==> config.mk <==
export PLATFORM = sky130hd
export DESIGN_NAME = resetCauseReg
export DESIGN_NICKNAME = d
export VERILOG_FILES = /design/src/rtl/rcr_pkg.sv /design/src/rtl/rcr_ctrl.sv /design/src/rtl/rcr_datapath.sv /design/src/rtl/resetCauseReg.sv
export SDC_FILE = /design/constraint.sdc
export NUM_CORES = 1
export LEC_CHECK = 0
export ABC_CLOCK_PERIOD_IN_PS = 1300
export BUFFER_PORTS_ARGS = -buffer_cell sky130_fd_sc_hd__clkbuf_2
export CORE_UTILIZATION = 30
export CTS_BUF_LIST = sky130_fd_sc_hd__clkbuf_2
export DETAILED_ROUTE_END_ITERATION = 6
export GPL_TIMING_DRIVEN = 1
export HOLD_SLACK_MARGIN = 0.12
export PLACE_DENSITY = 0.63
export SKIP_LAST_GASP = 1
export SLEW_MARGIN = 20
export SYNTH_ARGS = -nofsm -noshare
export SYNTH_HDL_FRONTEND = slang
export SYNTH_HIERARCHICAL = 1
export SYNTH_SLANG_ARGS = --single-unit
==> constraint.sdc <==
create_clock -name clk -period 1.3 [get_ports clk]
set_clock_uncertainty 0.1 [all_clocks]
set_input_delay 0.26 -clock clk [delete_from_list [all_inputs] [get_ports clk]]
set_output_delay 0.26 -clock clk [all_outputs]
set_load 0.01 [all_outputs]
==> src/rtl/rcr_pkg.sv <==
package rcr_pkg;
  localparam int LIVE_BITS = 5;
  localparam int LIVE_LSB  = 27;
  // live bit indices inside the 5-bit field (field bit 4 = word bit 31)
  localparam int B_COLD    = 4;
  localparam int B_SWFULL  = 3;
  localparam int B_SWWARM  = 2;
  localparam int B_BTFULL  = 1;
  localparam int B_BTWARM  = 0;
  localparam logic [LIVE_BITS-1:0] CLR_MASK = 5'b10011;
  localparam logic [LIVE_BITS-1:0] SET_MASK = 5'b01100;
  localparam logic [LIVE_BITS-1:0] COLD_VAL = 5'b10000;

  typedef struct packed {
    logic                 wrStb;
    logic [LIVE_BITS-1:0] wBits;
    logic                 softFull;
    logic                 softWarm;
  } rcrStrobe_t;
endpackage

==> src/rtl/rcr_ctrl.sv <==
module rcr_ctrl
  import rcr_pkg::*;
#(
  parameter int              ADDR_W   = 16,
  parameter logic [15:0]     REG_BASE = 16'hF020
) (
  input  logic                 clk,
  input  logic                 pwrRstN,
  input  logic                 sysRst,
  input  logic [ADDR_W-1:0]    busAddr,
  input  logic                 busWrEn,
  input  logic [31:0]          busWrData,
  input  logic                 busRdEn,
  input  logic [LIVE_BITS-1:0] regBits,
  output rcrStrobe_t           stb,
  output logic                 busRdValid,
  output logic [31:0]          busRdData,
  output logic                 sysRstReq
);
  localparam logic [ADDR_W-1:0] BASE_A = ADDR_W'(REG_BASE);

  logic regHit;
  assign regHit = (busAddr[ADDR_W-1:3] == BASE_A[ADDR_W-1:3]) && busAddr[2];

  always_comb begin
    stb.wrStb    = busWrEn && regHit && !sysRst;
    stb.wBits    = busWrData[31:LIVE_LSB];
    stb.softFull = stb.wrStb && stb.wBits[B_SWFULL];
    stb.softWarm = stb.wrStb && !stb.wBits[B_SWFULL] && stb.wBits[B_SWWARM];
  end

  always_ff @(posedge clk or negedge pwrRstN) begin
    if (!pwrRstN) begin
      sysRstReq  <= 1'b0;
      busRdValid <= 1'b0;
      busRdData  <= '0;
    end else begin
      sysRstReq  <= stb.softFull || stb.softWarm;
      busRdValid <= busRdEn;
      busRdData  <= (busRdEn && regHit) ? {regBits, {LIVE_LSB{1'b0}}} : 32'h0;
    end
  end


  req_origin_chk: assert property (@(posedge clk) disable iff (!pwrRstN)
    sysRstReq |-> $past(busWrEn && regHit && !sysRst &&
                        (busWrData[30] || busWrData[29])));


  rst_blocks_req_chk: assert property (@(posedge clk) disable iff (!pwrRstN)
    sysRst |=> !sysRstReq);
endmodule

==> src/rtl/rcr_datapath.sv <==
module rcr_datapath
  import rcr_pkg::*;
#(
  parameter int CNT_W = 4
) (
  input  logic                 clk,
  input  logic                 pwrRstN,
  input  logic                 sysRst,
  input  logic [1:0]           rstCause,
  input  rcrStrobe_t           stb,
  output logic [LIVE_BITS-1:0] regBits
);
  localparam logic [CNT_W-1:0] CNT_MAX = {CNT_W{1'b1}};

  logic [CNT_W-1:0]     rstCnt;
  logic [LIVE_BITS-1:0] btnBits;

  always_comb begin
    btnBits           = '0;
    btnBits[B_BTFULL] = rstCause[0];
    btnBits[B_BTWARM] = rstCause[1];
  end

  always_ff @(posedge clk or negedge pwrRstN) begin
    if (!pwrRstN) begin
      regBits <= '0;
      rstCnt  <= '0;
    end else if (sysRst) begin
      regBits <= (rstCnt == '0) ? COLD_VAL : (regBits | btnBits);
      if (rstCnt != CNT_MAX) rstCnt <= rstCnt + 1'b1;
    end else if (stb.wrStb) begin
      regBits <= (regBits & ~(stb.wBits & CLR_MASK)) | (stb.wBits & SET_MASK);
      if (stb.softFull) rstCnt <= '0;
    end
  end


  cold_load_chk: assert property (@(posedge clk) disable iff (!pwrRstN)
    (sysRst && rstCnt == '0) |=> regBits == COLD_VAL);


  full_rearm_chk: assert property (@(posedge clk) disable iff (!pwrRstN)
    stb.softFull |=> rstCnt == '0);


  warm_keep_chk: assert property (@(posedge clk) disable iff (!pwrRstN)
    (sysRst && rstCnt != '0) |=> regBits[B_SWWARM] == $past(regBits[B_SWWARM]));


  cold_clear_chk: assert property (@(posedge clk) disable iff (!pwrRstN)
    (stb.wrStb && stb.wBits[B_COLD]) |=> !regBits[B_COLD]);


  cnt_sat_chk: assert property (@(posedge clk) disable iff (!pwrRstN)
    (rstCnt == CNT_MAX && !stb.softFull) |=> rstCnt == CNT_MAX);
endmodule

==> src/rtl/resetCauseReg.sv <==
module resetCauseReg
  import rcr_pkg::*;
#(
  parameter int          ADDR_W   = 16,
  parameter logic [15:0] REG_BASE = 16'hF020,
  parameter int          CNT_W    = 4
) (
  input  logic              clk,
  input  logic              pwrRstN,
  input  logic              sysRst,
  input  logic [1:0]        rstCause,
  input  logic [ADDR_W-1:0] busAddr,
  input  logic              busWrEn,
  input  logic [31:0]       busWrData,
  input  logic              busRdEn,
  output logic              busRdValid,
  output logic [31:0]       busRdData,
  output logic              sysRstReq
);
  rcrStrobe_t           stb;
  logic [LIVE_BITS-1:0] regBits;

  rcr_ctrl #(.ADDR_W(ADDR_W), .REG_BASE(REG_BASE)) uCtrl (
    .clk(clk), .pwrRstN(pwrRstN), .sysRst(sysRst),
    .busAddr(busAddr), .busWrEn(busWrEn), .busWrData(busWrData),
    .busRdEn(busRdEn), .regBits(regBits), .stb(stb),
    .busRdValid(busRdValid), .busRdData(busRdData), .sysRstReq(sysRstReq)
  );

  rcr_datapath #(.CNT_W(CNT_W)) uData (
    .clk(clk), .pwrRstN(pwrRstN), .sysRst(sysRst), .rstCause(rstCause),
    .stb(stb), .regBits(regBits)
  );
endmodule

# Yosys cells after proc, flatten, opt, wreduce, memory -nomap -nowiden

Cells that the tools add are included.

Memories: 0
Bits in registers: 43
Word-level logic and storage cells: 35
ROM bits: 0
Latch bits: 0
Bits in writable memories: 0
Output and inout bits: 34

Muxes and demuxes: 8
Reduce and logical (&&, ||, !) cells: 14
Eq/ne operators: 3
Multipliers: 0
Order comparisons: 0
Bitwise logic cells: 4
Add/sub/neg operators: 1
Shift operators: 0
Divide/modulo/power cells: 0

Operators by type and width:

| kind                   | number |
|---|---|
| $mux W32               | 1 |
| $mux W4                | 4 |
| $mux W5                | 3 |
| $eq A13 B13 Y1 const B | 1 |
| $logic_and A1 B1 Y1    | 7 |
| $and A5 B5 Y5          | 1 |
| $not A5 Y5             | 1 |
| $or A5 B2 Y5           | 1 |
| $or A5 B4 Y5           | 1 |
| $add A4 B1 Y4 const B  | 1 |
| $logic_not A4 Y1       | 1 |
| $ne A4 B4 Y1 const B   | 1 |
| $reduce_bool A2 Y1     | 2 |
| $reduce_and A3 Y1      | 1 |
| $logic_not A1 Y1       | 2 |
| $ne A2 B1 Y1 const B   | 1 |
| $logic_or A1 B1 Y1     | 1 |

# Logic depth before layout (Yosys ltp)

Gate-level depths: netlist of the first run.

Depth in word-level cells: 8
Gate-level depth with buffers: 7

# Cells and area by module

Netlist of the first run, hierarchy kept.

By module, submodules not included:

| module       | times used | area an instance (um^2) | cells each | seq. area each (um^2) |
|---|---|---|---|---|
| rcr_ctrl     | 1          | 628.1                   | 61         | 175.2 |
| rcr_datapath | 1          | 462.9                   | 48         | 225.2 |

# Worst setup path after synthesis of the first run

No wires, ideal clock.

Path type: input to register
Start: in busAddr[8]
End: reg uData.rstCnt[0]
Arrival: 1.701 ns
Setup slack: -0.628 ns
Cell stages on the path: 7
Path through: or4_4 > buf_6 > nor4_4 > and2_1 > nand2_1 > o21ai_0 > mux2i_1

RTL lines:

| element              | line                | RTL |
|---|---|---|
| start, declared      | resetCauseReg.sv:12 | `input logic [ADDR_W-1:0] busAddr,` |
| end signal, assigned | rcr_datapath.sv:30  | `if (rstCnt != CNT_MAX) rstCnt <= rstCnt + 1'b1;` |
| end, declared        | rcr_datapath.sv:15  | `logic [CNT_W-1:0] rstCnt;` |

==> qor.yml, run 1 <==
fin_nets: 208
n_fill_cell: 342
wl_um: 1910
syn_inst: 108
finalPower_mw: 1.39
hold_violations: 0
power_density_mw_per_mm2: 1070
wl_per_cell_um: 9.74
max_freq_mhz: 596
tritoncts: "built"
netlist_area_mm2: 0.00108
clockBufferDepth: 2
port_buffers: 32
avgSynthCellArea_um2: 10.0
start_kind: "input port"
areaGrowthSynthToFinish_pct: 20.3
drc: 0
vdd_drop_max_v: 0.000396
first_pass_iters: 4
antenna_found_initial: 0
io_pins: 89
netSwitchingPower_mw: 0.507
path_clk_slew_ns: 0.14
grt_overflow: 0
setup_slack_ns: -0.379
cts_buffers: 3
clockPowerShare: 0.152
whs_ns: 0.190
clock-sinks: 16
drive_above_1_share: 0.413
grt_max_degree: 17
viasPerCell: 4.02
fin_crit_sh: 1.29
htree_levels: 1
seqPwrFrac: 0.518
critPathMaxFanout: 4
clk_latency_ns: 0.28
internal_power_mw: 0.881
leakage_nw: 0.674
rrSetupSlack_ns: -0.05
dpl.hpwl_um: 1480
path_class: "input port to flip-flop"
worstPathArrival_ns: 1.75
required_ns: 1.37
die_h_um: 62.1
final_common_cell: "clkbuf_2"
n_antenna_cell: 0
drt_iter0_drc: 27
core_region_area_mm2: 0.00339
slew_violations: 0
rsz0062_at_grt: "true"
final_cell_mix: "clkbuf_2, conb_1, dfrtp_1, nand2_1, dlygate4sd3_1"
pwr-share-comb: 0.329
ant_nets: 0
yosysWarnings: 6
gp_congestion: 0.872
status: "complete, but fails checks"
row_count: 21
reg2reg_from: "uData/rstCnt[0]"
grt_pass1_vias: 684
dieArea_mm2: 0.00385
vias: 788
holdCritStartpoint: "rstCause[0]"
r2r-end: "uData/rstCnt[1]"
finalSetupViolCount: 10
multi_input_area_um2: 532
drv_cap: 0
p_sw_frac: 0.365
hold_depth: 3
track_usage: 0.111
grt_pass1_wl_um: 3110
initial_utilization: 0.319
end_kind: "flip-flop"
min_path_type: "input port to flip-flop"
regArea_um2: 400
final_core_util: 0.384
violations: "negative setup slack"
die_x_um: 62.1
r2r_cells: 4
cts-root-buf: "clkbuf_2"
min_to: "uData/regBits[1]"
fin_crit_ns: 1.68
## critical path: stages
cell and delay [ns]:
clkbuf_2 0.08, or4b_4 0.55, nor4_4 0.35, and2_1 0.19
nand2_2 0.09, o21ai_2 0.15, mux2i_1 0.08
## per-stage QoR
step	cells	cell area (um2)	TNS, ns	setup WS (ns)
2_1_floorplan	134	1180	-5.17	-0.608
3_3_place_gp	184	1190	-6.57	-0.640
3_5_place_dp	184	1190	-6.86	-0.671
4_1_cts	195	1270	-2.32	-0.326
5_1_grt	196	1300	-3.20	-0.411
6_report	196	1300	-2.80	-0.379
## sequential cells by signal, indices dropped and copies added, names as in the netlist
name and cells:
uData/rstCnt 4, uCtrl/busRdValid 1, uCtrl/busRdData 5, uCtrl/sysRstReq 1, uData/regBits 5
## per-layer routing
| layer | GRT usage | wire length (um) |
|---|---|---|
| met5 | 0 | 0 |
| met4 | 0.0286 | 4 |
| met3 | 0.0373 | 160 |
| met2 | 0.199 | 1010 |
| met1 | 0.125 | 733 |
## layout make-up
| type | instances | area share |
|---|---|---|
| clock buffers | 3 | 0.0115 |
| clock inverters | 1 | 0.00288 |
| inverters | 2 | 0.00576 |
| multi-input cells | 82 | 0.408 |
| flip-flops and latches | 16 | 0.307 |
| well taps | 46 | 0.0442 |
| repair buffers | 46 | 0.220 |
## how the worst max path moves through the flow
stage	start	endpoint
2_1_floorplan	busAddr[8]	uData/rstCnt[0]
3_3_place_gp	busAddr[4]	uData/rstCnt[0]
3_5_place_dp	busAddr[4]	uData/rstCnt[0]
4_1_cts	busAddr[8]	uData/rstCnt[0]
5_1_grt	busAddr[6]	uData/rstCnt[0]
6_report	busAddr[6]	uData/rstCnt[0]
## power by group through the flow
stage | combinational, mW | sequential [mW] | clock [mW]
floorplan | 0.368 | 0.682 | 0
global placement | 0.404 | 0.709 | 0
detailed placement | 0.423 | 0.718 | 0
CTS | 0.445 | 0.710 | 0.229
global route | 0.513 | 0.739 | 0.253
finish | 0.457 | 0.719 | 0.212
## repair_timing
item	4_1_cts	5_1_grt
buffers inserted	2	1
endpoints found under the setup margin	11	10
pin swaps	8	4
hold buffers	7	0
gates resized for setup	1	7
endpoints found under the hold margin	21	0
(Power assumes the default switching activity.)
==> inputs of run 2 (changes only) <==
- SKIP_CTS_REPAIR_TIMING: default -> 1
==> run 2 against run 1 <==
Against the previous run:
- combinational power decreased by 3%
- first-iteration DRC count decreased by 41%
- global-route usage decreased by 0.30 points
- register-to-register slack about the same
- the run still ends with negative setup slack left
- critical endpoint is now uData/rstCnt[2]
- via count increased by 0.13%
==> qor.yml, run 2 (synthesis gave the netlist of run 1 again) <==
status: "complete, but fails checks"
violations: "negative setup slack"
setup_slack_ns: -0.352
end_kind: "flip-flop"
cts-root-buf: "clkbuf_2"
first_pass_iters: 4
grt_max_degree: 17
whs_ns: 0.126
worstPathArrival_ns: 1.75
slew_violations: 0
gp_congestion: 0.872
power_density_mw_per_mm2: 1080
vias: 789
postLayoutCellArea_mm2: 0.00127
n_fill_cell: 347
drv_cap: 0
clk_latency_ns: 0.29
dpl.hpwl_um: 1480
areaGrowthSynthToFinish_pct: 17.8
finalSetupViolCount: 10
fin_crit_ns: 1.65
max_freq_mhz: 605
min_path_type: "input port to flip-flop"
fin_nets: 206
clockBufferDepth: 2
grt_pass1_vias: 680
antenna_found_initial: 0
grt_overflow: 0
clock-sinks: 16
row_count: 21
rsz0062_at_grt: "true"
pre_cts_ws_ns: -0.671
die_x_um: 62.1
wl_um: 1830
leakage_nw: 0.662
die_h_um: 62.1
io_pins: 89
tritoncts: "built"
reg_top3: "uCtrl/busRdData (5), uData/regBits (5), uData/rstCnt (4)"
vdd_drop_max_v: 0.000419
drive_above_1_share: 0.399
initial_utilization: 0.319
final_cell_mix: "clkbuf_2, conb_1, dfrtp_1, nand2_1"
core_region_area_mm2: 0.00339
place_area_mm2: 0.00119
grt_pass1_wl_um: 3020
drc: 0
critPathMaxFanout: 4
viasPerCell: 4.07
drt_iter0_drc: 16
port_buffers: 32
fin_crit_sh: 1.27
n_antenna_cell: 0
ant_nets: 0
wl_per_cell_um: 9.44
path_class: "input port to flip-flop"
final_common_cell: "clkbuf_2"
dieArea_mm2: 0.00385
htree_levels: 1
start_kind: "input port"
final_core_util: 0.376
hold_violations: 0
cts_buffers: 3
path_clk_slew_ns: 0.14
required_ns: 1.40
rrSetupSlack_ns: -0.04
track_usage: 0.108
## run 2: cell count changes in the layout (fill, tap and decap cells not counted)
cell / previous run / this run
dlygate4sd3_1: 7 / 6
nand2_2: 5 / 4
o21ai_1: 0 / 1
nand2_1: 9 / 10
buf_6: 1 / 0
o21ai_2: 1 / 0
## run 2: cell type report
cell class                      count  area, um2  share of cell area
Tap cell                           46       57.6              0.0451
Timing Repair Buffer               44        265               0.208
Inverter                            2       7.51             0.00589
Sequential cell                    16        400               0.314
Clock inverter                      1       3.75             0.00294
Clock buffer                        3       15.0              0.0118
Multi-Input combinational cell     82        526               0.412
## run 2: path summary, 6_finish.rpt
check                                 startpoint                to  cells past startpoint
worst max-delay path                  busAddr[8]   uData/rstCnt[2]                      7
worst min-delay path               busWrData[30]  uData/regBits[3]                      3
worst max register to register   uData/rstCnt[0]   uData/rstCnt[1]                      4
worst min register to register  uData/regBits[4]  uData/regBits[4]                      1
max in group asynchronous                pwrRstN   uData/rstCnt[3]                      2
min in group asynchronous                pwrRstN  uCtrl/busRdValid                      2
## run 2: per-stage QoR
step	setup TNS, ns	std cells	power [mW]
global route	-2.98	194	1.49
global placement	-6.57	184	1.11
finish	-2.51	194	1.38
CTS	-2.40	188	1.36
detailed placement	-6.86	184	1.14
floorplan	-5.17	134	1.05
## run 2: routing by layer
| layer | up-vias | track usage | wire (um) |
|---|---|---|---|
| li1 | 392 | - | - |
| met1 | 358 | 0.121 | 733 |
| met2 | 34 | 0.193 | 954 |
| met4 | 0 | 0.0286 | 12 |
| met3 | 5 | 0.0373 | 132 |
| met5 | - | 0 | 0 |
## run 2: power breakdown
group | internal, mW | switching (mW) | leakage [nW]
logic | 0.217 | 0.227 | 0.446
clock network | 0.0668 | 0.151 | 0.0140
registers | 0.590 | 0.128 | 0.202
## run 2: critical path: stages
cell and delay, ns:
clkbuf_2 0.08, or4_4 0.55, nor4_4 0.34, and2_1 0.16, nand2_1 0.10, a21oi_1 0.19
nor2_1 0.06
